--- config.mk ---
export PLATFORM = sky130hd
export DESIGN_NAME = prbs_rx_monitor
export DESIGN_NICKNAME = d
export VERILOG_FILES = /design/src/rtl/prbs_mon_pkg.sv /design/src/rtl/prbs_mon_gate.sv /design/src/rtl/prbs_mon_chk.sv /design/src/rtl/prbs_mon_sync.sv /design/src/rtl/prbs_mon_run.sv /design/src/rtl/prbs_rx_monitor.sv
export SDC_FILE = /design/constraint.sdc
export NUM_CORES = 1
export LEC_CHECK = 0
export CORE_MARGIN = 8
export CORE_UTILIZATION = 45
export DETAILED_ROUTE_END_ITERATION = 10
export DONT_BUFFER_PORTS = 1
export PLACE_DENSITY = 0.66
export SYNTH_ARGS = -nofsm -noshare
export SYNTH_HDL_FRONTEND = slang
export SYNTH_HIERARCHICAL = 1
export SYNTH_SLANG_ARGS = --single-unit
--- constraint.sdc ---
create_clock -name clk -period 3.6 [get_ports clk]
set_input_delay 0.72 -clock clk [delete_from_list [all_inputs] [get_ports clk]]
set_output_delay 0.72 -clock clk [all_outputs]
set_load 0.01 [all_outputs]
--- src/rtl/prbs_mon_pkg.sv ---
package prbs_mon_pkg;

   localparam int REG_MAX = 23;
   localparam int RUN_MAX = 24;

   typedef enum logic [1:0] {
      PM_NONE = 2'b00,
      PM_TRUE = 2'b01,
      PM_INV  = 2'b10,
      PM_FLAT = 2'b11
   } pm_status_e;

   // longest tap (register length) for each polynomial select
   function automatic logic [4:0] pm_tap_hi(input logic [1:0] s);
      case (s)
         2'd0:    return 5'd11;
         2'd1:    return 5'd15;
         2'd2:    return 5'd20;
         default: return 5'd23;
      endcase
   endfunction

   function automatic logic [4:0] pm_tap_lo(input logic [1:0] s);
      case (s)
         2'd0:    return 5'd9;
         2'd1:    return 5'd14;
         2'd2:    return 5'd3;
         default: return 5'd18;
      endcase
   endfunction

   // equal-bit run length that flags a stuck line
   function automatic logic [4:0] pm_run_len(input logic [1:0] s);
      case (s)
         2'd0:    return 5'd12;
         2'd1:    return 5'd16;
         2'd2:    return 5'd21;
         default: return 5'd24;
      endcase
   endfunction

endpackage

--- src/rtl/prbs_mon_gate.sv ---
module prbs_mon_gate #(
   parameter int NSLOT   = 24,
   parameter int SLOT_W  = $clog2(NSLOT),
   parameter bit HAS_56K = 1'b1
) (
   input  logic              rx_valid,
   input  logic [SLOT_W-1:0] rx_slot,
   input  logic [2:0]        rx_bitpos,
   input  logic [NSLOT-1:0]  slot_en,
   input  logic              mode_56k,
   output logic              qual
);

   logic slot_ok;
   logic skip_bit;

   always_comb begin
      slot_ok = 1'b0;
      for (int i = 0; i < NSLOT; i++) begin
         if (rx_slot == SLOT_W'(i)) slot_ok = slot_en[i];
      end
   end

   generate
      if (HAS_56K) begin : g_56k
         assign skip_bit = mode_56k && (rx_bitpos == 3'd7);
      end else begin : g_64k
         logic unused_56k;
         assign unused_56k = ^{mode_56k, rx_bitpos};
         assign skip_bit   = 1'b0;
      end
   endgenerate

   assign qual = rx_valid && slot_ok && !skip_bit;

   initial begin
      assert (NSLOT >= 1 && SLOT_W >= $clog2(NSLOT))
         else $error("prbs_mon_gate: slot index too narrow");
   end

endmodule

--- src/rtl/prbs_mon_chk.sv ---
module prbs_mon_chk
   import prbs_mon_pkg::*;
#(
   parameter int REG_W = REG_MAX
) (
   input  logic       clk,
   input  logic       rst_n,
   input  logic       clr,
   input  logic       qual,
   input  logic       rx_bit,
   input  logic [1:0] sel,
   output logic       pred,
   output logic       fill_done
);

   localparam int IW = $clog2(REG_W);

   logic [REG_W-1:0] hist_q;
   logic [4:0]       fill_q;
   logic [4:0]       hi, lo;

   assign hi   = pm_tap_hi(sel);
   assign lo   = pm_tap_lo(sel);
   assign pred = hist_q[IW'(hi - 5'd1)] ^ hist_q[IW'(lo - 5'd1)];
   assign fill_done = (fill_q >= hi);

   always_ff @(posedge clk or negedge rst_n) begin
      if (!rst_n) begin
         hist_q <= '0;
         fill_q <= '0;
      end else if (clr) begin
         hist_q <= '0;
         fill_q <= '0;
      end else if (qual) begin
         hist_q <= {hist_q[REG_W-2:0], rx_bit};
         if (fill_q < hi) fill_q <= fill_q + 5'd1;
      end
   end

   initial begin
      assert (REG_W >= REG_MAX && REG_W <= 32)
         else $error("prbs_mon_chk: history must hold the longest polynomial");
   end

endmodule

--- src/rtl/prbs_mon_sync.sv ---
module prbs_mon_sync
   import prbs_mon_pkg::*;
#(
   parameter int WIN       = 64,
   parameter int ERR_LIMIT = 8
) (
   input  logic       clk,
   input  logic       rst_n,
   input  logic       clr,
   input  logic       qual,
   input  logic       rx_bit,
   input  logic       pred,
   input  logic       fill_done,
   input  logic [1:0] sel,
   output logic       locked_d,
   output logic       linv_d,
   output logic       first_inv_d,
   output logic       err_hit
);

   localparam int WW = $clog2(WIN);
   localparam int EW = $clog2(ERR_LIMIT + 2);
   localparam logic [WW-1:0] WIN_LAST = WW'(WIN - 1);
   localparam logic [EW-1:0] ERR_LIM  = EW'(ERR_LIMIT);

   logic          locked_q, linv_q, cand_q, cand_d;
   logic          first_seen_q, first_seen_d, first_inv_q;
   logic [4:0]    mcnt_q, mcnt_d;
   logic [WW-1:0] win_q, win_d;
   logic [EW-1:0] errs_q, errs_d, errs_sum;
   logic          mi;

   // mi = 1 when the bit is the complement of its prediction
   assign mi       = rx_bit ^ pred;
   assign errs_sum = errs_q + {{(EW-1){1'b0}}, err_hit};

   always_comb begin
      locked_d     = locked_q;
      linv_d       = linv_q;
      cand_d       = cand_q;
      mcnt_d       = mcnt_q;
      first_seen_d = first_seen_q;
      first_inv_d  = first_inv_q;
      win_d        = win_q;
      errs_d       = errs_q;
      err_hit      = 1'b0;
      if (clr) begin
         locked_d     = 1'b0;
         linv_d       = 1'b0;
         cand_d       = 1'b0;
         mcnt_d       = '0;
         first_seen_d = 1'b0;
         first_inv_d  = 1'b0;
         win_d        = '0;
         errs_d       = '0;
      end else if (qual) begin
         if (!locked_q) begin
            if (fill_done) begin
               if (mcnt_q != 5'd0 && mi == cand_q) begin
                  mcnt_d = mcnt_q + 5'd1;
               end else begin
                  mcnt_d = 5'd1;
                  cand_d = mi;
               end
               if (mcnt_d >= pm_tap_hi(sel)) begin
                  locked_d = 1'b1;
                  linv_d   = mi;
                  mcnt_d   = '0;
                  win_d    = '0;
                  errs_d   = '0;
                  if (!first_seen_q) begin
                     first_seen_d = 1'b1;
                     first_inv_d  = mi;
                  end
               end
            end
         end else begin
            err_hit = (mi != linv_q);
            if (errs_sum > ERR_LIM) begin
               locked_d = 1'b0;
               mcnt_d   = '0;
               win_d    = '0;
               errs_d   = '0;
            end else if (win_q == WIN_LAST) begin
               win_d  = '0;
               errs_d = '0;
            end else begin
               win_d  = win_q + WW'(1);
               errs_d = errs_sum;
            end
         end
      end
   end

   always_ff @(posedge clk or negedge rst_n) begin
      if (!rst_n) begin
         locked_q     <= 1'b0;
         linv_q       <= 1'b0;
         cand_q       <= 1'b0;
         mcnt_q       <= '0;
         first_seen_q <= 1'b0;
         first_inv_q  <= 1'b0;
         win_q        <= '0;
         errs_q       <= '0;
      end else begin
         locked_q     <= locked_d;
         linv_q       <= linv_d;
         cand_q       <= cand_d;
         mcnt_q       <= mcnt_d;
         first_seen_q <= first_seen_d;
         first_inv_q  <= first_inv_d;
         win_q        <= win_d;
         errs_q       <= errs_d;
      end
   end

   AST_WIN_ERR_BOUND: assert property (@(posedge clk) disable iff (!rst_n)
      errs_q <= ERR_LIM);

   initial begin
      assert (WIN >= 4 && ERR_LIMIT >= 1 && ERR_LIMIT < WIN)
         else $error("prbs_mon_sync: window must exceed the error limit");
   end

endmodule

--- src/rtl/prbs_mon_run.sv ---
module prbs_mon_run
   import prbs_mon_pkg::*;
(
   input  logic       clk,
   input  logic       rst_n,
   input  logic       clr,
   input  logic       qual,
   input  logic       rx_bit,
   input  logic [1:0] sel,
   output logic       flat_d
);

   localparam logic [4:0] RUN_CAP = 5'(RUN_MAX);

   logic [4:0] cnt_q, cnt_d;
   logic       val_q, val_d;

   always_comb begin
      cnt_d = cnt_q;
      val_d = val_q;
      if (clr) begin
         cnt_d = '0;
         val_d = 1'b0;
      end else if (qual) begin
         if (cnt_q != 5'd0 && rx_bit == val_q) begin
            if (cnt_q != RUN_CAP) cnt_d = cnt_q + 5'd1;
         end else begin
            cnt_d = 5'd1;
            val_d = rx_bit;
         end
      end
   end

   assign flat_d = (cnt_d >= pm_run_len(sel));

   always_ff @(posedge clk or negedge rst_n) begin
      if (!rst_n) begin
         cnt_q <= '0;
         val_q <= 1'b0;
      end else begin
         cnt_q <= cnt_d;
         val_q <= val_d;
      end
   end

   AST_RUN_CAPPED: assert property (@(posedge clk) disable iff (!rst_n)
      cnt_q <= RUN_CAP);

endmodule

--- src/rtl/prbs_rx_monitor.sv ---
module prbs_rx_monitor
   import prbs_mon_pkg::*;
#(
   parameter int NSLOT     = 24,
   parameter int SLOT_W    = $clog2(NSLOT),
   parameter bit HAS_56K   = 1'b1,
   parameter int WIN       = 64,
   parameter int ERR_LIMIT = 8
) (
   input  logic              clk,
   input  logic              rst_n,
   input  logic              mon_en,
   input  logic              alarm_sim,
   input  logic [1:0]        poly_sel,
   input  logic [NSLOT-1:0]  slot_en,
   input  logic              mode_56k,
   input  logic              rx_valid,
   input  logic [SLOT_W-1:0] rx_slot,
   input  logic [2:0]        rx_bitpos,
   input  logic              rx_bit,
   output logic [1:0]        pat_status,
   output logic              flat_is_ones,
   output logic              bit_err_stb,
   output logic              status_irq
);

   logic       qual, clr, pred, fill_done;
   logic       locked_d, linv_d, first_inv_d, err_hit, flat_d;
   pm_status_e st_q, st_d;
   logic       ones_q, irq_q, err_q;

   assign clr = !mon_en;

   prbs_mon_gate #(.NSLOT(NSLOT), .SLOT_W(SLOT_W), .HAS_56K(HAS_56K)) u_gate (
      .rx_valid (rx_valid),
      .rx_slot  (rx_slot),
      .rx_bitpos(rx_bitpos),
      .slot_en  (slot_en),
      .mode_56k (mode_56k),
      .qual     (qual)
   );

   prbs_mon_chk #(.REG_W(REG_MAX)) u_chk (
      .clk      (clk),
      .rst_n    (rst_n),
      .clr      (clr),
      .qual     (qual),
      .rx_bit   (rx_bit),
      .sel      (poly_sel),
      .pred     (pred),
      .fill_done(fill_done)
   );

   prbs_mon_sync #(.WIN(WIN), .ERR_LIMIT(ERR_LIMIT)) u_sync (
      .clk        (clk),
      .rst_n      (rst_n),
      .clr        (clr),
      .qual       (qual),
      .rx_bit     (rx_bit),
      .pred       (pred),
      .fill_done  (fill_done),
      .sel        (poly_sel),
      .locked_d   (locked_d),
      .linv_d     (linv_d),
      .first_inv_d(first_inv_d),
      .err_hit    (err_hit)
   );

   prbs_mon_run u_run (
      .clk   (clk),
      .rst_n (rst_n),
      .clr   (clr),
      .qual  (qual),
      .rx_bit(rx_bit),
      .sel   (poly_sel),
      .flat_d(flat_d)
   );

   always_comb begin
      if (!mon_en || alarm_sim) st_d = PM_NONE;
      else if (flat_d)          st_d = PM_FLAT;
      else if (locked_d)        st_d = linv_d ? PM_INV : PM_TRUE;
      else                      st_d = PM_NONE;
   end

   always_ff @(posedge clk or negedge rst_n) begin
      if (!rst_n) begin
         st_q   <= PM_NONE;
         ones_q <= 1'b0;
         irq_q  <= 1'b0;
         err_q  <= 1'b0;
      end else begin
         st_q   <= st_d;
         ones_q <= (st_d == PM_FLAT) && first_inv_d;
         irq_q  <= mon_en && ((st_d != st_q) || (st_d == PM_FLAT && qual));
         err_q  <= mon_en && err_hit;
      end
   end

   assign pat_status   = st_q;
   assign flat_is_ones = ones_q;
   assign status_irq   = irq_q;
   assign bit_err_stb  = err_q;

   AST_DISABLED_QUIET: assert property (@(posedge clk) disable iff (!rst_n)
      !mon_en |=> (pat_status == 2'b00 && !status_irq && !bit_err_stb));

   AST_ALARM_FORCES_NONE: assert property (@(posedge clk) disable iff (!rst_n)
      alarm_sim |=> pat_status == 2'b00);

   AST_IRQ_ON_CHANGE: assert property (@(posedge clk) disable iff (!rst_n)
      (pat_status != $past(pat_status)) && $past(mon_en) |-> status_irq);

   AST_FLAT_IRQ_REPEATS: assert property (@(posedge clk) disable iff (!rst_n)
      (pat_status == 2'b11) && $past(qual) |-> status_irq);

   AST_ERR_NEEDS_QUAL: assert property (@(posedge clk) disable iff (!rst_n)
      !qual |=> !bit_err_stb);

endmodule

==> impl_summary.log, run 1 <==
INFO  metric run_status = finished, violations left
INFO  metric violations = negative setup slack
INFO  metric antenna_found_initial = 0
INFO  metric synth_async_sr_flop_share = 100.0%
INFO  metric ir_worst_vdd = 0.3109 mV
INFO  metric ys.flop_type = sky130_fd_sc_hd__dfrtp_1
INFO  metric hold_viol = 0
INFO  metric critical_path.top_delay_family = simple AND/OR/NAND/NOR gates
INFO  metric max_clock_freq = 275.8 MHz
INFO  metric synth_nets = 479
INFO  metric floorplan.initialDensity = 45.74%
INFO  metric pre_cts_slack = -0.3636 ns
INFO  metric critPathKind = primary input to flop
INFO  metric syn_inst = 413
INFO  metric ant_nets = 0
INFO  metric layout_worst_path_cycle_share = 100.7%
INFO  metric ioPinCount = 46
INFO  metric path_buf_inv = 1
INFO  metric fin_nets = 511
INFO  metric synth_top_cells_by_area = sky130_fd_sc_hd__dfrtp_1 37%, sky130_fd_sc_hd__ha_1 7.9%, sky130_fd_sc_hd__mux2i_1 7.6%, sky130_fd_sc_hd__nor2_1 5.0%, sky130_fd_sc_hd__xor2_1 2.4%
INFO  metric wl_per_cell = 15.67 um
INFO  metric worst_path_largest_cell_delay = 0.53 ns
INFO  metric slew_viol_final = 0
INFO  metric largest_net_degree_at_the_start_of_global_routing = 60
INFO  metric synth_top_area_share = 37.38%
INFO  metric first_pass_grt_wire_length = 14.59 mm
INFO  metric die_height = 109.7 um
INFO  metric gr-total-overflow = 0
INFO  metric crit_slowest_cell = sky130_fd_sc_hd__or4_4
INFO  metric first_pass_iters = 6
INFO  metric numPortBuffers = 0
INFO  metric relSlewSlack = 48.73%
INFO  metric mappedNetlistArea = 3950 um^2
INFO  metric first_global_vias = 3150
INFO  metric unrepaired_setup_endpoints_after_global_routing = true
INFO  metric yosysUniqueCellTypes = 71
INFO  metric setup_violations = 2
INFO  metric instance_count_after_placement_with_tap_cells_included = 540
INFO  metric finalNonFillerCells = 558
INFO  metric critPathArrivalTime = 3.83 ns
INFO  metric cellPowerDensity = 378.5 nW/um^2
INFO  metric placeableCoreArea = 8636 um^2
INFO  metric ctsRootBufferMaster = sky130_fd_sc_hd__clkbuf_8
INFO  metric vias = 3180
INFO  metric cts_tree = built
INFO  metric cts_buffer_depth = 2
INFO  metric dp_hpwl = 6.222 mm
INFO  metric routabilityCongestion = 0.8186
INFO  metric setup_slack = -0.02590 ns
INFO  metric r2r_cells = 15
INFO  metric worstPathCellList = or4b_1 > o21ai_1 > a31oi_1 > o311a_1 > o221ai_4 > inv_2 > nor3_4 > ha_2 > ha_4 > or4_4 > o21a_4 > o21ai_2 > nor2b_4 > o21a_4 > xnor2_1 > a31oi_1
INFO  metric clock_pin_slew_worst_setup_and_hold_paths = 0.08 ns
INFO  metric n_antenna_cell = 0
INFO  metric drt-total-wl = 8.746 mm
INFO  metric vias_cell = 5.699
INFO  metric drt-initial-drc-count = 197
INFO  metric dieArea = 12030 um^2
INFO  metric route.detailed.drc = 0
INFO  metric cellLeakagePower = 2.182 nW
INFO  metric drv_cap = 0
INFO  metric synth-seq-area-share = 37.38%
INFO  metric cts_hold_repair.buffers = 0
INFO  metric crit_path_start_kind = primary input
INFO  metric clock_sink_count = 59
INFO  metric holdWs = 0.06028 ns
INFO  metric clock_insertion_delay_worst_skew = 0.35 ns
INFO  metric min_period = 3.626 ns
INFO  metric endpoint_kind = flop
INFO  metric rows = 34
INFO  metric setup_tns = -0.02922 ns
INFO  metric grt.total_usage = 15.03%
INFO  metric syn2layout_area_growth = 18.15%
INFO  metric clock-skew-final = 0.009366 ns
INFO  metric post_route_cells_drive_above_1_share = 20.44%
INFO  metric measured_slew_at_the_worst_slew_check_pin = 0.7662 ns
INFO  metric critical_path_peak_fanout = 15
INFO  metric yosysWarningCount = 6
INFO  metric synth_top_area_cell = sky130_fd_sc_hd__dfrtp_1
INFO  metric cp_data_required_time = 3.80 ns
INFO  metric synth_area_per_cell = 9.564 um^2
INFO  metric yosys_register_bits = 59
INFO  metric cp.depth = 16
INFO  metric worstHoldPathType = primary input to asynchronous set/reset pin
INFO  metric fp.dieW = 109.7 um
INFO  metric htree_num_levels = 3
INFO  metric synth_edf_count = 0
INFO  metric cts_buffers = 9
==> report_power, final <==
| group | total, mW | internal, mW | switching, mW |
|---|---|---|---|
| logic | 0.354 | 0.176 | 0.178 |
| registers | 0.723 | 0.690 | 0.0329 |
| clock network | 0.690 | 0.394 | 0.296 |
| total | 1.77 | 1.26 | 0.506 |
==> sequential cells by signal, indices dropped and copies added, names as in the netlist <==
signal and count:
u_chk/hist_q 23, flat_is_ones 1, pat_status 2, u_sync/win_q 6, u_sync/mcnt_q 5, u_sync/cand_q 1
status_irq 1, u_chk/fill_q 5, u_sync/linv_q 1, u_run/val_q 1, bit_err_stb 1, u_sync/locked_q 1
u_run/cnt_q 5, u_sync/errs_q 4, u_sync/first_seen_q 1, u_sync/first_inv_q 1
==> synth_stat cells, types with 5 or more instances <==
cell                       instances
sky130_fd_sc_hd__o31ai_1           8
sky130_fd_sc_hd__mux2i_1          30
sky130_fd_sc_hd__nor2_1           53
sky130_fd_sc_hd__o21ai_0          18
sky130_fd_sc_hd__ha_1             25
sky130_fd_sc_hd__a31oi_1           7
sky130_fd_sc_hd__nand2_1          20
sky130_fd_sc_hd__nor3b_1           7
sky130_fd_sc_hd__a21oi_1          10
sky130_fd_sc_hd__nand3_1          10
sky130_fd_sc_hd__inv_1            25
sky130_fd_sc_hd__buf_2             7
sky130_fd_sc_hd__nand2b_1          9
sky130_fd_sc_hd__nand4_1           5
sky130_fd_sc_hd__a22o_1            5
sky130_fd_sc_hd__xor2_1           11
sky130_fd_sc_hd__dfrtp_1          59
sky130_fd_sc_hd__nor3_1            7
sky130_fd_sc_hd__clkbuf_1          7
==> worst paths after layout <==
path | start | end | slack, ns
setup / recovery | rx_slot[2] | status_irq | -0.03
hold / removal | rst_n | u_chk/hist_q[15] | 0.06
setup reg to reg | u_chk/hist_q[14] | status_irq | 0.02
hold reg to reg | u_sync/errs_q[0] | u_sync/errs_q[0] | 0.51
max in group asynchronous | rst_n | u_chk/fill_q[1] | 3.43
min in group clk | alarm_sim | pat_status[1] | 0.45
==> through the flow <==
step                      util, %  area [um^2]  power (mW)
after floorplan                 -         4023      0.9650
after global placement      50.42         4354       1.051
after detailed placement    50.42         4354       1.056
after CTS                   53.12         4587       1.749
after global routing        54.04         4667       1.849
final                       54.04         4667       1.766
==> cell families (layout without fill, tap and decap cells) <==
family,Yosys count,count (layout),share of synthesized area [%]
simple gates,146,146,20.15
compound gates,89,89,16.19
flops,59,59,37.38
buf+inv,42,79,4.688
mux,37,37,10.17
fa+ha+maj,25,25,7.919
xor+xnor,15,15,3.516
==> routing by layer <==
| metal | vias to the layer above | part of all wire [%] | track usage (%) |
|---|---|---|---|
| met2 | 85 | 46 | 24.12 |
| met3 | 6 | 7.8 | 5.041 |
| met4 | 0 | 0.67 | 4.629 |
| li1 | 1568 | - | - |
| met5 | - | 0 | 0 |
| met1 | 1521 | 45 | 18.72 |
==> cell type report <==
cell class	instances	area [um^2]
Sequential cell	59	1476
Multi-Input combinational cell	312	2422
Clock inverter	7	101.3
Inverter	25	93.84
Tap cell	108	135.1
Timing Repair Buffer	38	314.1
Fill cell	731	3969
Clock buffer	9	123.9
==> what timing repair did <==
item | 4_1_cts | 5_1_grt
setup endpoints to repair | 1 | 12
endpoints found under the hold margin | 0 | 0
gates resized for setup | 1 | 15
pin swaps | 1 | 10
setup buffers | 1 | 1
==> cell usage in the layout (no fill, tap or decap), types with 3 or more instances in the layout <==
master / netlist / layout
sky130_fd_sc_hd__a21oi_1: 10 / 9
sky130_fd_sc_hd__a22o_1: 5 / 5
sky130_fd_sc_hd__a31oi_1: 7 / 7
sky130_fd_sc_hd__and3_2: 3 / 3
sky130_fd_sc_hd__and3b_1: 3 / 3
sky130_fd_sc_hd__buf_4: 1 / 35
sky130_fd_sc_hd__clkbuf_8: 0 / 9
sky130_fd_sc_hd__dfrtp_1: 59 / 59
sky130_fd_sc_hd__ha_1: 25 / 23
sky130_fd_sc_hd__inv_1: 25 / 24
sky130_fd_sc_hd__mux2_1: 4 / 4
sky130_fd_sc_hd__mux2i_1: 30 / 30
sky130_fd_sc_hd__nand2_1: 20 / 20
sky130_fd_sc_hd__nand2b_1: 9 / 9
sky130_fd_sc_hd__nand3_1: 10 / 10
sky130_fd_sc_hd__nand4_1: 5 / 5
sky130_fd_sc_hd__nor2_1: 53 / 52
sky130_fd_sc_hd__nor2b_1: 4 / 4
sky130_fd_sc_hd__nor3_1: 7 / 5
sky130_fd_sc_hd__nor3b_1: 7 / 7
sky130_fd_sc_hd__nor4_1: 3 / 3
sky130_fd_sc_hd__o21a_1: 4 / 3
sky130_fd_sc_hd__o21ai_0: 18 / 12
sky130_fd_sc_hd__o21ai_1: 2 / 4
sky130_fd_sc_hd__o21ai_2: 0 / 4
sky130_fd_sc_hd__o22ai_1: 3 / 3
sky130_fd_sc_hd__o31a_1: 3 / 3
sky130_fd_sc_hd__o31ai_1: 8 / 5
sky130_fd_sc_hd__o41ai_1: 3 / 3
sky130_fd_sc_hd__xnor2_1: 3 / 3
sky130_fd_sc_hd__xor2_1: 11 / 9
No activity file was read; power rests on OpenSTA's default activity.
==> run 2, diff against run 1 <==
--- a/config.mk
+++ b/config.mk
@@ -9,8 +9,9 @@
 export CORE_UTILIZATION = 45
 export DETAILED_ROUTE_END_ITERATION = 10
 export DONT_BUFFER_PORTS = 1
-export PLACE_DENSITY = 0.66
+export PLACE_DENSITY = 0.64
 export SYNTH_ARGS = -nofsm -noshare
 export SYNTH_HDL_FRONTEND = slang
 export SYNTH_HIERARCHICAL = 1
 export SYNTH_SLANG_ARGS = --single-unit
+export TNS_END_PERCENT = 30
==> constraint.sdc (replaced) <==
create_clock -name clk -period 4.3 [get_ports clk]
set_input_delay 0.86 -clock clk [delete_from_list [all_inputs] [get_ports clk]]
set_output_delay 0.86 -clock clk [all_outputs]
set_load 0.01 [all_outputs]
==> impl_summary.log, run 2 (synthesized netlist as in run 1, its figures left out) <==
INFO  metric measured_slew_at_the_worst_slew_check_pin = 0.7891 ns (+0.02295 ns)
INFO  metric critical_path_peak_fanout = 15 (unchanged)
INFO  metric min_period = 3.996 ns
INFO  metric fin_nets = 486 (-4.9%)
INFO  metric max_clock_freq = 250.3 MHz
INFO  metric ioPinCount = 46 (unchanged)
INFO  metric worstHoldPathType = primary input to asynchronous set/reset pin
INFO  metric ant_nets = 0 (unchanged)
INFO  metric drt-initial-drc-count = 163 (-17%)
INFO  metric largest_net_degree_at_the_start_of_global_routing = 60 (unchanged)
INFO  metric fp.dieW = 109.7 um (unchanged)
INFO  metric critPathKind = primary input to flop
INFO  metric worst_path_largest_cell_delay = 0.52 ns (about the same)
INFO  metric dp_hpwl = 6.008 mm (-3.4%)
INFO  metric clock_insertion_delay_worst_skew = 0.34 ns (about the same)
INFO  metric clkPwrFrac = 37.9% (-1.1 points)
INFO  metric htree_num_levels = 3 (unchanged)
INFO  metric relSlewSlack = 47.39% (-1.3 points)
INFO  metric layout_worst_path_cycle_share = 92.92%
INFO  metric vias_cell = 5.640 (-1.0%)
INFO  metric dieArea = 12030 um^2 (unchanged)
INFO  metric setup_violations = 0 (-2)
INFO  metric cts_hold_repair.buffers = 0 (unchanged)
INFO  metric cellPowerDensity = 313.9 nW/um^2 (-17%)
INFO  metric grt.total_usage = 14.27% (-0.76 points)
INFO  metric cts_tree = built
INFO  metric antenna_found_initial = 0 (unchanged)
INFO  metric postCtsSetupBuffers = 0 (-1)
INFO  metric ctsRootBufferMaster = sky130_fd_sc_hd__clkbuf_8
INFO  metric first_global_vias = 2972 (-5.7%)
INFO  metric pre_cts_slack = -0.05389 ns (+0.3097 ns)
INFO  metric cp_data_required_time = 4.50 ns (+0.70 ns)
INFO  metric drv_cap = 0 (unchanged)
INFO  metric floorplan.initialDensity = 45.74% (unchanged)
INFO  metric cellLeakagePower = 2.023 nW (-7.3%)
INFO  metric rows = 34 (unchanged)
INFO  metric crit_path_start_kind = primary input
INFO  metric drt-total-wl = 8.226 mm (-5.9%)
INFO  metric n_antenna_cell = 0 (unchanged)
INFO  metric clock_pin_slew_worst_setup_and_hold_paths = 0.07 ns (about the same)
INFO  metric holdWs = 0.2111 ns (+0.1508 ns)
INFO  metric routabilityCongestion = 0.7993 (-2.4%)
INFO  metric max_flop_register = u_chk/hist_q
INFO  metric die_height = 109.7 um (unchanged)
INFO  metric combinationalPowerShare = 17.4% (-2.6 points)
INFO  metric placeableCoreArea = 8636 um^2 (unchanged)
INFO  metric endpoint_kind = flop
INFO  metric ir_worst_vdd = 0.1757 mV (-44%)
INFO  metric share_seq_of_total_power = 44.7% (+3.8 points)
INFO  metric gr-total-overflow = 0 (unchanged)
INFO  metric vias = 3006 (-5.5%)
INFO  metric post_route_cells_drive_above_1_share = 11.76% (-8.7 points)
INFO  metric critPathArrivalTime = 4.20 ns (+0.37 ns)
INFO  metric path_buf_inv = 1 (unchanged)
INFO  metric clock-skew-final = 0.008579 ns (-0.0007865 ns)
INFO  metric hold_viol = 0 (unchanged)
INFO  metric net-switching-power = 0.3953 mW (-22%)
INFO  metric largest_register_ff_count = 23 (unchanged)
INFO  metric wl_per_cell = 15.43 um (-1.5%)
INFO  metric cts_resized = 0 (-1)
INFO  metric internal-power = 0.9574 mW (-24%)
INFO  metric first_pass_iters = 5 (-1)
INFO  metric reg_top3 = u_chk/hist_q (23), u_sync/win_q (6)
INFO  metric cts_buffers = 9 (unchanged)
INFO  metric run_status = complete, no violations
INFO  metric first_pass_grt_wire_length = 13.86 mm (-5.1%)
INFO  metric crit_slowest_cell = sky130_fd_sc_hd__or4b_1
INFO  metric unrepaired_setup_endpoints_after_global_routing = false
INFO  metric layout_commonest_cell = sky130_fd_sc_hd__dfrtp_1
INFO  metric numPortBuffers = 0 (unchanged)
INFO  metric critical_path.top_delay_family = simple AND/OR/NAND/NOR gates
INFO  metric mostFrequentLayoutCells = 59 x sky130_fd_sc_hd__dfrtp_1, 53 x sky130_fd_sc_hd__nor2_1, 30 x sky130_fd_sc_hd__mux2i_1
INFO  metric cts_buffer_depth = 2 (unchanged)
INFO  metric netSwitchingFraction = 29.23% (+0.56 points)
INFO  metric worstPathCellList = or4b_1 > o21ai_0 > a31oi_1 > o311a_1 > o221ai_4 > inv_1 > nor3_2 > ha_1 > ha_1 > or4_4 > o21a_2 > o21ai_0 > nor2b_4 > o21a_4 > xnor2_1 > a31oi_1
INFO  metric syn2layout_area_growth = 9.091%
INFO  metric clock_sink_count = 59 (unchanged)
INFO  metric slew_viol_final = 0 (unchanged)
INFO  metric route.detailed.drc = 0 (unchanged)
INFO  metric setup_slack = 0.3043 ns (+0.3302 ns)
## run 2: cell types whose count changed in the layout (fill, tap and decap cells not counted), sizes merged
| cell | before | now |
|---|---|---|
| bufinv | 2 | 1 |
| clkinv | 2 | 3 |
| buf | 38 | 13 |
## run 2: per-layer routing
metal  part of all wire, %  GRT usage (%)  vias to the layer above
met5                     0              0                        -
li1                      -              -                     1525
met4                  0.72          3.568                        0
met2                    48          23.86                       50
met3                   6.1          4.162                        5
met1                    46          17.66                     1426
## run 2: final timing paths
| path | end | cells after the start | from | slack, ns |
|---|---|---|---|---|
| min | u_chk/hist_q[5] | 0 | rst_n | 0.21 |
| min reg2reg | u_sync/errs_q[0] | 2 | u_sync/errs_q[0] | 0.52 |
| min in group clk | u_sync/errs_q[0] | 2 | u_sync/errs_q[0] | 0.52 |
| max | status_irq | 16 | rx_slot[2] | 0.30 |
| max in group asynchronous | u_chk/fill_q[2] | 0 | rst_n | 3.97 |
| max reg2reg | status_irq | 16 | u_chk/hist_q[10] | 0.47 |
## run 2: final cells by class
type,count,area [um^2]
Fill cell,790,4327
Timing Repair Buffer,13,97.59
Sequential cell,59,1476
Tap cell,108,135.1
Multi-Input combinational cell,312,2306
Clock inverter,7,76.32
Inverter,25,93.84
Clock buffer,9,123.9
## run 2: power by group through the flow
stage	registers [mW]	clock network, mW	logic (mW)
final	0.605	0.513	0.235
after global routing	0.607	0.550	0.264
after CTS	0.604	0.535	0.237
after detailed placement	0.615	0	0.235
after global placement	0.614	0	0.228
after floorplan	0.609	0	0.191
## run 2: through the flow
stage	std cells	cell area (um^2)	power [mW]	utilization (%)	setup TNS, ns
after floorplan	413	3968	0.7996	-	0
after global placement	517	4109	0.8425	47.58	-0.0005382
after detailed placement	517	4109	0.8496	47.58	-0.05389
after CTS	533	4309	1.376	49.90	0
after global routing	533	4309	1.421	49.90	0
final	533	4309	1.353	49.90	0
==> run 3, diff against run 2 <==
--- a/config.mk
+++ b/config.mk
@@ -5,11 +5,12 @@
 export SDC_FILE = /design/constraint.sdc
 export NUM_CORES = 1
 export LEC_CHECK = 0
+export ABC_AREA = 1
 export CORE_MARGIN = 8
-export CORE_UTILIZATION = 45
+export CORE_UTILIZATION = 65
 export DETAILED_ROUTE_END_ITERATION = 10
 export DONT_BUFFER_PORTS = 1
-export PLACE_DENSITY = 0.64
+export PLACE_DENSITY = 0.85
 export SYNTH_ARGS = -nofsm -noshare
 export SYNTH_HDL_FRONTEND = slang
 export SYNTH_HIERARCHICAL = 1
==> constraint.sdc (replaced) <==
create_clock -name clk -period 4.9 [get_ports clk]
set_input_delay 0.98 -clock clk [delete_from_list [all_inputs] [get_ports clk]]
set_output_delay 0.98 -clock clk [all_outputs]
set_load 0.01 [all_outputs]
==> impl_summary.log, run 3 <==
INFO  metric multi_input_area = 2191 um^2 (-5.0%)
INFO  metric fin_nets = 622 (+28%)
INFO  metric die_height = 95.24 um (-13%)
INFO  metric hold_viol = 0 (unchanged)
INFO  metric setup_slack = 0.6411 ns (+0.3367 ns)
INFO  metric share_seq_of_total_power = 44.1% (-0.6 points)
INFO  metric ff_latch_area = 1476 um^2 (unchanged)
INFO  metric synth_top_area_share = 36.17% (-1.2 points)
INFO  metric post_route_cells_drive_above_1_share = 10.36% (-1.4 points)
INFO  metric routabilityCongestion = 0.8384 (+4.9%)
INFO  metric gr-total-overflow = 0 (unchanged)
INFO  metric yosys_register_bits = 59 (unchanged)
INFO  metric cellLeakagePower = 2.349 nW (+16%)
INFO  metric reg_top3 = u_chk/hist_q (23), u_sync/win_q (6)
INFO  metric clock_pin_slew_worst_setup_and_hold_paths = 0.07 ns (about the same)
INFO  metric layout_commonest_cell = sky130_fd_sc_hd__nand2_1
INFO  metric drt-initial-drc-count = 150 (-8.0%)
INFO  metric busiest_layer = met2
INFO  metric relSlewSlack = 41.11% (-6.3 points)
INFO  metric critical_path.top_delay_family = simple AND/OR/NAND/NOR gates
INFO  metric wl_per_cell = 13.80 um (-11%)
INFO  metric cellPowerDensity = 266.9 nW/um^2 (-15%)
INFO  metric placeableCoreArea = 6205 um^2 (-28%)
INFO  metric clock_insertion_delay_worst_skew = 0.34 ns (about the same)
INFO  metric dp_hpwl = 6.431 mm (+7.0%)
INFO  metric largest_net_degree_at_the_start_of_global_routing = 60 (unchanged)
INFO  metric yosysWarningCount = 6 (unchanged)
INFO  metric route.detailed.drc = 0 (unchanged)
INFO  metric mostFrequentLayoutCells = 157 x sky130_fd_sc_hd__nand2_1, 77 x sky130_fd_sc_hd__inv_1, 59 x sky130_fd_sc_hd__nand3_1, 59 x sky130_fd_sc_hd__dfrtp_1, 41 x sky130_fd_sc_hd__nor2_1
INFO  metric synth-seq-area-share = 36.17% (-1.2 points)
INFO  metric first_pass_grt_wire_length = 15.10 mm (+9.0%)
INFO  metric synth_fa_ha_area_share = 7.664% (-0.25 points)
INFO  metric synth_top_area_cell = sky130_fd_sc_hd__dfrtp_1
INFO  metric setup_tns = 0 ns (unchanged)
INFO  metric instance_count_after_placement_with_tap_cells_included = 622 (+20%)
INFO  metric synth_nets = 624 (+30%)
INFO  metric syn2layout_area_growth = 5.733%
INFO  metric reg2reg_slack = 1.60 ns (+1.13 ns)
INFO  metric path_buf_inv = 2 (+1)
INFO  metric ir_worst_vdd = 0.1642 mV (-6.5%)
INFO  metric combinationalPowerShare = 12.2% (-5.2 points)
INFO  metric critPathKind = primary input to flop
INFO  metric drv_cap = 0 (unchanged)
INFO  metric grtUsageMet3 = 4.961% (+0.80 points)
INFO  metric cts_buffers = 9 (unchanged)
INFO  metric vias = 3555 (+18%)
INFO  metric met1_track_usage_gr = 23.85% (+6.2 points)
INFO  metric cts_hold_repair.buffers = 0 (unchanged)
INFO  metric ctsRootBufferMaster = sky130_fd_sc_hd__clkbuf_8
INFO  metric worst_path_most_repeated_cell = sky130_fd_sc_hd__nand2_1
INFO  metric yosysUniqueCellTypes = 38 (-46%)
INFO  metric worst_path_largest_cell_delay = 0.33 ns (-0.19 ns)
INFO  metric floorplan.initialDensity = 65.78% (+20 points)
INFO  metric nFillCells = 483 (-39%)
INFO  metric largest_register_ff_count = 23 (unchanged)
INFO  metric mappedNetlistArea = 4081 um^2 (+3.3%)
INFO  metric holdWs = 0.3224 ns (+0.1113 ns)
INFO  metric ys.flop_type = sky130_fd_sc_hd__dfrtp_1
INFO  metric n_antenna_cell = 0 (unchanged)
INFO  metric cp.depth = 32 (+16)
INFO  metric worstHoldPathType = primary input to asynchronous set/reset pin
INFO  metric clock-skew-final = 0.007944 ns (-0.0006347 ns)
INFO  metric leading_cell_type_by_number_of_instances_after_synthesis = sky130_fd_sc_hd__nand2_1
INFO  metric grt.total_usage = 20.93% (+6.7 points)
INFO  metric synth_edf_count = 0 (unchanged)
INFO  metric synth_top_cells_by_area = sky130_fd_sc_hd__dfrtp_1 36%, sky130_fd_sc_hd__nand2_1 14%, sky130_fd_sc_hd__ha_1 7.7%, sky130_fd_sc_hd__nand3_1 7.2%, sky130_fd_sc_hd__inv_1 7.1%
INFO  metric vias_cell = 5.581 (-1.0%)
INFO  metric dominant_combinational_cell_family_by_area_after_synthesis = simple AND/OR/NAND/NOR gates
INFO  metric ioPinCount = 46 (unchanged)
INFO  metric r2r_cells = 26 (+10)
INFO  metric unrepaired_setup_endpoints_after_global_routing = false
INFO  metric critical_path_peak_fanout = 6 (-9)
INFO  metric synth_async_sr_flop_share = 100.0% (unchanged)
INFO  metric syn_inst = 558 (+35%)
INFO  metric min_period = 4.259 ns
INFO  metric dieArea = 9071 um^2 (-25%)
INFO  metric pre_cts_slack = 0.3704 ns (+0.4242 ns)
INFO  metric cts_tree = built
INFO  metric netSwitchingFraction = 25.86% (-3.4 points)
INFO  metric first_pass_iters = 4 (-1)
INFO  metric slew_viol_final = 0 (unchanged)
INFO  metric synth_xor_area_share = 3.219% (-0.30 points)
INFO  metric first_global_vias = 3498 (+18%)
INFO  metric run_status = complete, no violations
INFO  metric drt-total-wl = 8.790 mm (+6.9%)
INFO  metric crit_slowest_cell = sky130_fd_sc_hd__nor3_1
INFO  metric fp.dieW = 95.24 um (-13%)
INFO  metric max_clock_freq = 234.8 MHz
INFO  metric finalNonFillerCells = 637 (+20%)
INFO  metric synth_top_cells_by_count = 157 x sky130_fd_sc_hd__nand2_1, 77 x sky130_fd_sc_hd__inv_1, 59 x sky130_fd_sc_hd__dfrtp_1, 59 x sky130_fd_sc_hd__nand3_1, 41 x sky130_fd_sc_hd__nor2_1
INFO  metric max_flop_register = u_chk/hist_q
INFO  metric antenna_found_initial = 0 (unchanged)
INFO  metric synth-compound-area-share = 6.315% (-9.9 points)
INFO  metric measured_slew_at_the_worst_slew_check_pin = 0.8823 ns (+0.09323 ns)
INFO  metric grt_util_met2 = 35.96% (+12 points)
INFO  metric numPortBuffers = 0 (unchanged)
INFO  metric ant_nets = 0 (unchanged)
INFO  metric rows = 29 (-15%)
INFO  metric crit_path_start_kind = primary input
INFO  metric endpoint_kind = flop
INFO  metric cts_resized = 0 (unchanged)
INFO  metric cts_buffer_depth = 2 (unchanged)
INFO  metric synth.mux.area_fraction = 0% (-10 points)
INFO  metric net-switching-power = 0.2978 mW (-25%)
INFO  metric layout_worst_path_cycle_share = 86.92%
INFO  metric critPathArrivalTime = 4.47 ns (+0.27 ns)
INFO  metric clock_sink_count = 59 (unchanged)
INFO  metric clkPwrFrac = 43.7% (+5.8 points)
INFO  metric postCtsSetupBuffers = 0 (unchanged)
INFO  metric htree_num_levels = 3 (unchanged)
INFO  metric setup_violations = 0 (unchanged)
INFO  metric cp_data_required_time = 5.11 ns (+0.61 ns)
INFO  metric synth_area_per_cell = 7.314 um^2 (-24%)
INFO  metric internal-power = 0.8541 mW (-11%)
INFO  metric post_synth_and_or_nand_nor_area_fraction = 36.48% (+16 points)
-- run 3: cell types whose count changed after synthesis, moves of 12 or more --
cell                      change
sky130_fd_sc_hd__inv_1       +52
sky130_fd_sc_hd__mux2i_1     -30
sky130_fd_sc_hd__nand2_1    +137
sky130_fd_sc_hd__nand3_1     +49
sky130_fd_sc_hd__nand4_1     +20
sky130_fd_sc_hd__nor2_1      -12
-- run 3: worst reg2reg max path: stages (launching register included) --
cell                      delay (ns)
sky130_fd_sc_hd__dfrtp_1        0.40
sky130_fd_sc_hd__xor2_1         0.17
sky130_fd_sc_hd__a21oi_1        0.13
sky130_fd_sc_hd__o21ai_0        0.10
sky130_fd_sc_hd__nand2_1        0.10
sky130_fd_sc_hd__inv_1          0.07
sky130_fd_sc_hd__inv_1          0.06
sky130_fd_sc_hd__nand2_1        0.05
sky130_fd_sc_hd__nand2_2        0.09
sky130_fd_sc_hd__inv_1          0.06
sky130_fd_sc_hd__nand2_1        0.09
sky130_fd_sc_hd__nand3_2        0.13
sky130_fd_sc_hd__nor2_1         0.16
sky130_fd_sc_hd__ha_1           0.17
sky130_fd_sc_hd__nand2_1        0.08
sky130_fd_sc_hd__nor2_1         0.13
sky130_fd_sc_hd__nand2_1        0.10
sky130_fd_sc_hd__nand3_1        0.12
sky130_fd_sc_hd__nand2_1        0.09
sky130_fd_sc_hd__o21ai_0        0.31
sky130_fd_sc_hd__nand2_1        0.09
sky130_fd_sc_hd__nand2_1        0.11
sky130_fd_sc_hd__nand2_1        0.10
sky130_fd_sc_hd__nand2_1        0.07
sky130_fd_sc_hd__nand2_1        0.05
sky130_fd_sc_hd__nor2_1         0.09
sky130_fd_sc_hd__nor2_1         0.05
-- run 3: final timing paths --
path / start / to
setup / recovery: rx_slot[0] / status_irq
hold / removal: rst_n / u_sync/errs_q[3]
setup reg to reg: u_chk/hist_q[13] / status_irq
hold reg to reg: u_chk/hist_q[6] / u_chk/hist_q[6]
max in group asynchronous: rst_n / u_run/cnt_q[2]
min in group clk: u_chk/hist_q[6] / u_chk/hist_q[6]
-- run 3: routing by layer --
metal | part of all wire [%] | vias up
li1 | - | 1787
met1 | 42 | 1672
met2 | 51 | 79
met3 | 4.6 | 17
met4 | 2.1 | 0
met5 | 0 | -
-- run 3: power groups by stage --
stage               sequential, mW  combinational [mW]  clock, mW
finish                       0.508               0.140      0.503
global route                 0.510               0.160      0.538
CTS                          0.508               0.139      0.512
detailed placement           0.517               0.138          0
global placement             0.516               0.131          0
floorplan                    0.514               0.117          0
-- run 3: per-stage QoR --
stage	instance area, um^2	util, %	power (mW)
after floorplan	4081	-	0.6307
after global placement	4090	65.92	0.6469
after detailed placement	4090	65.92	0.6553
after CTS	4315	69.55	1.160
after global routing	4315	69.55	1.207
final	4315	69.55	1.152
-- run 3: cell families after synthesis --
group	Yosys count
simple gates	320
buf+inv	97
flops	59
compound gates	42
fa+ha+maj	25
xor+xnor	15
-- run 3: cell type report --
cell class	count	share of cell area, %
multi-input cells	402	50.77
inverters	81	7.046
repair buffers	3	0.5219
clock inverters	4	1.711
flip-flops and latches	59	34.21
well taps	77	2.233
clock buffers	11	3.508
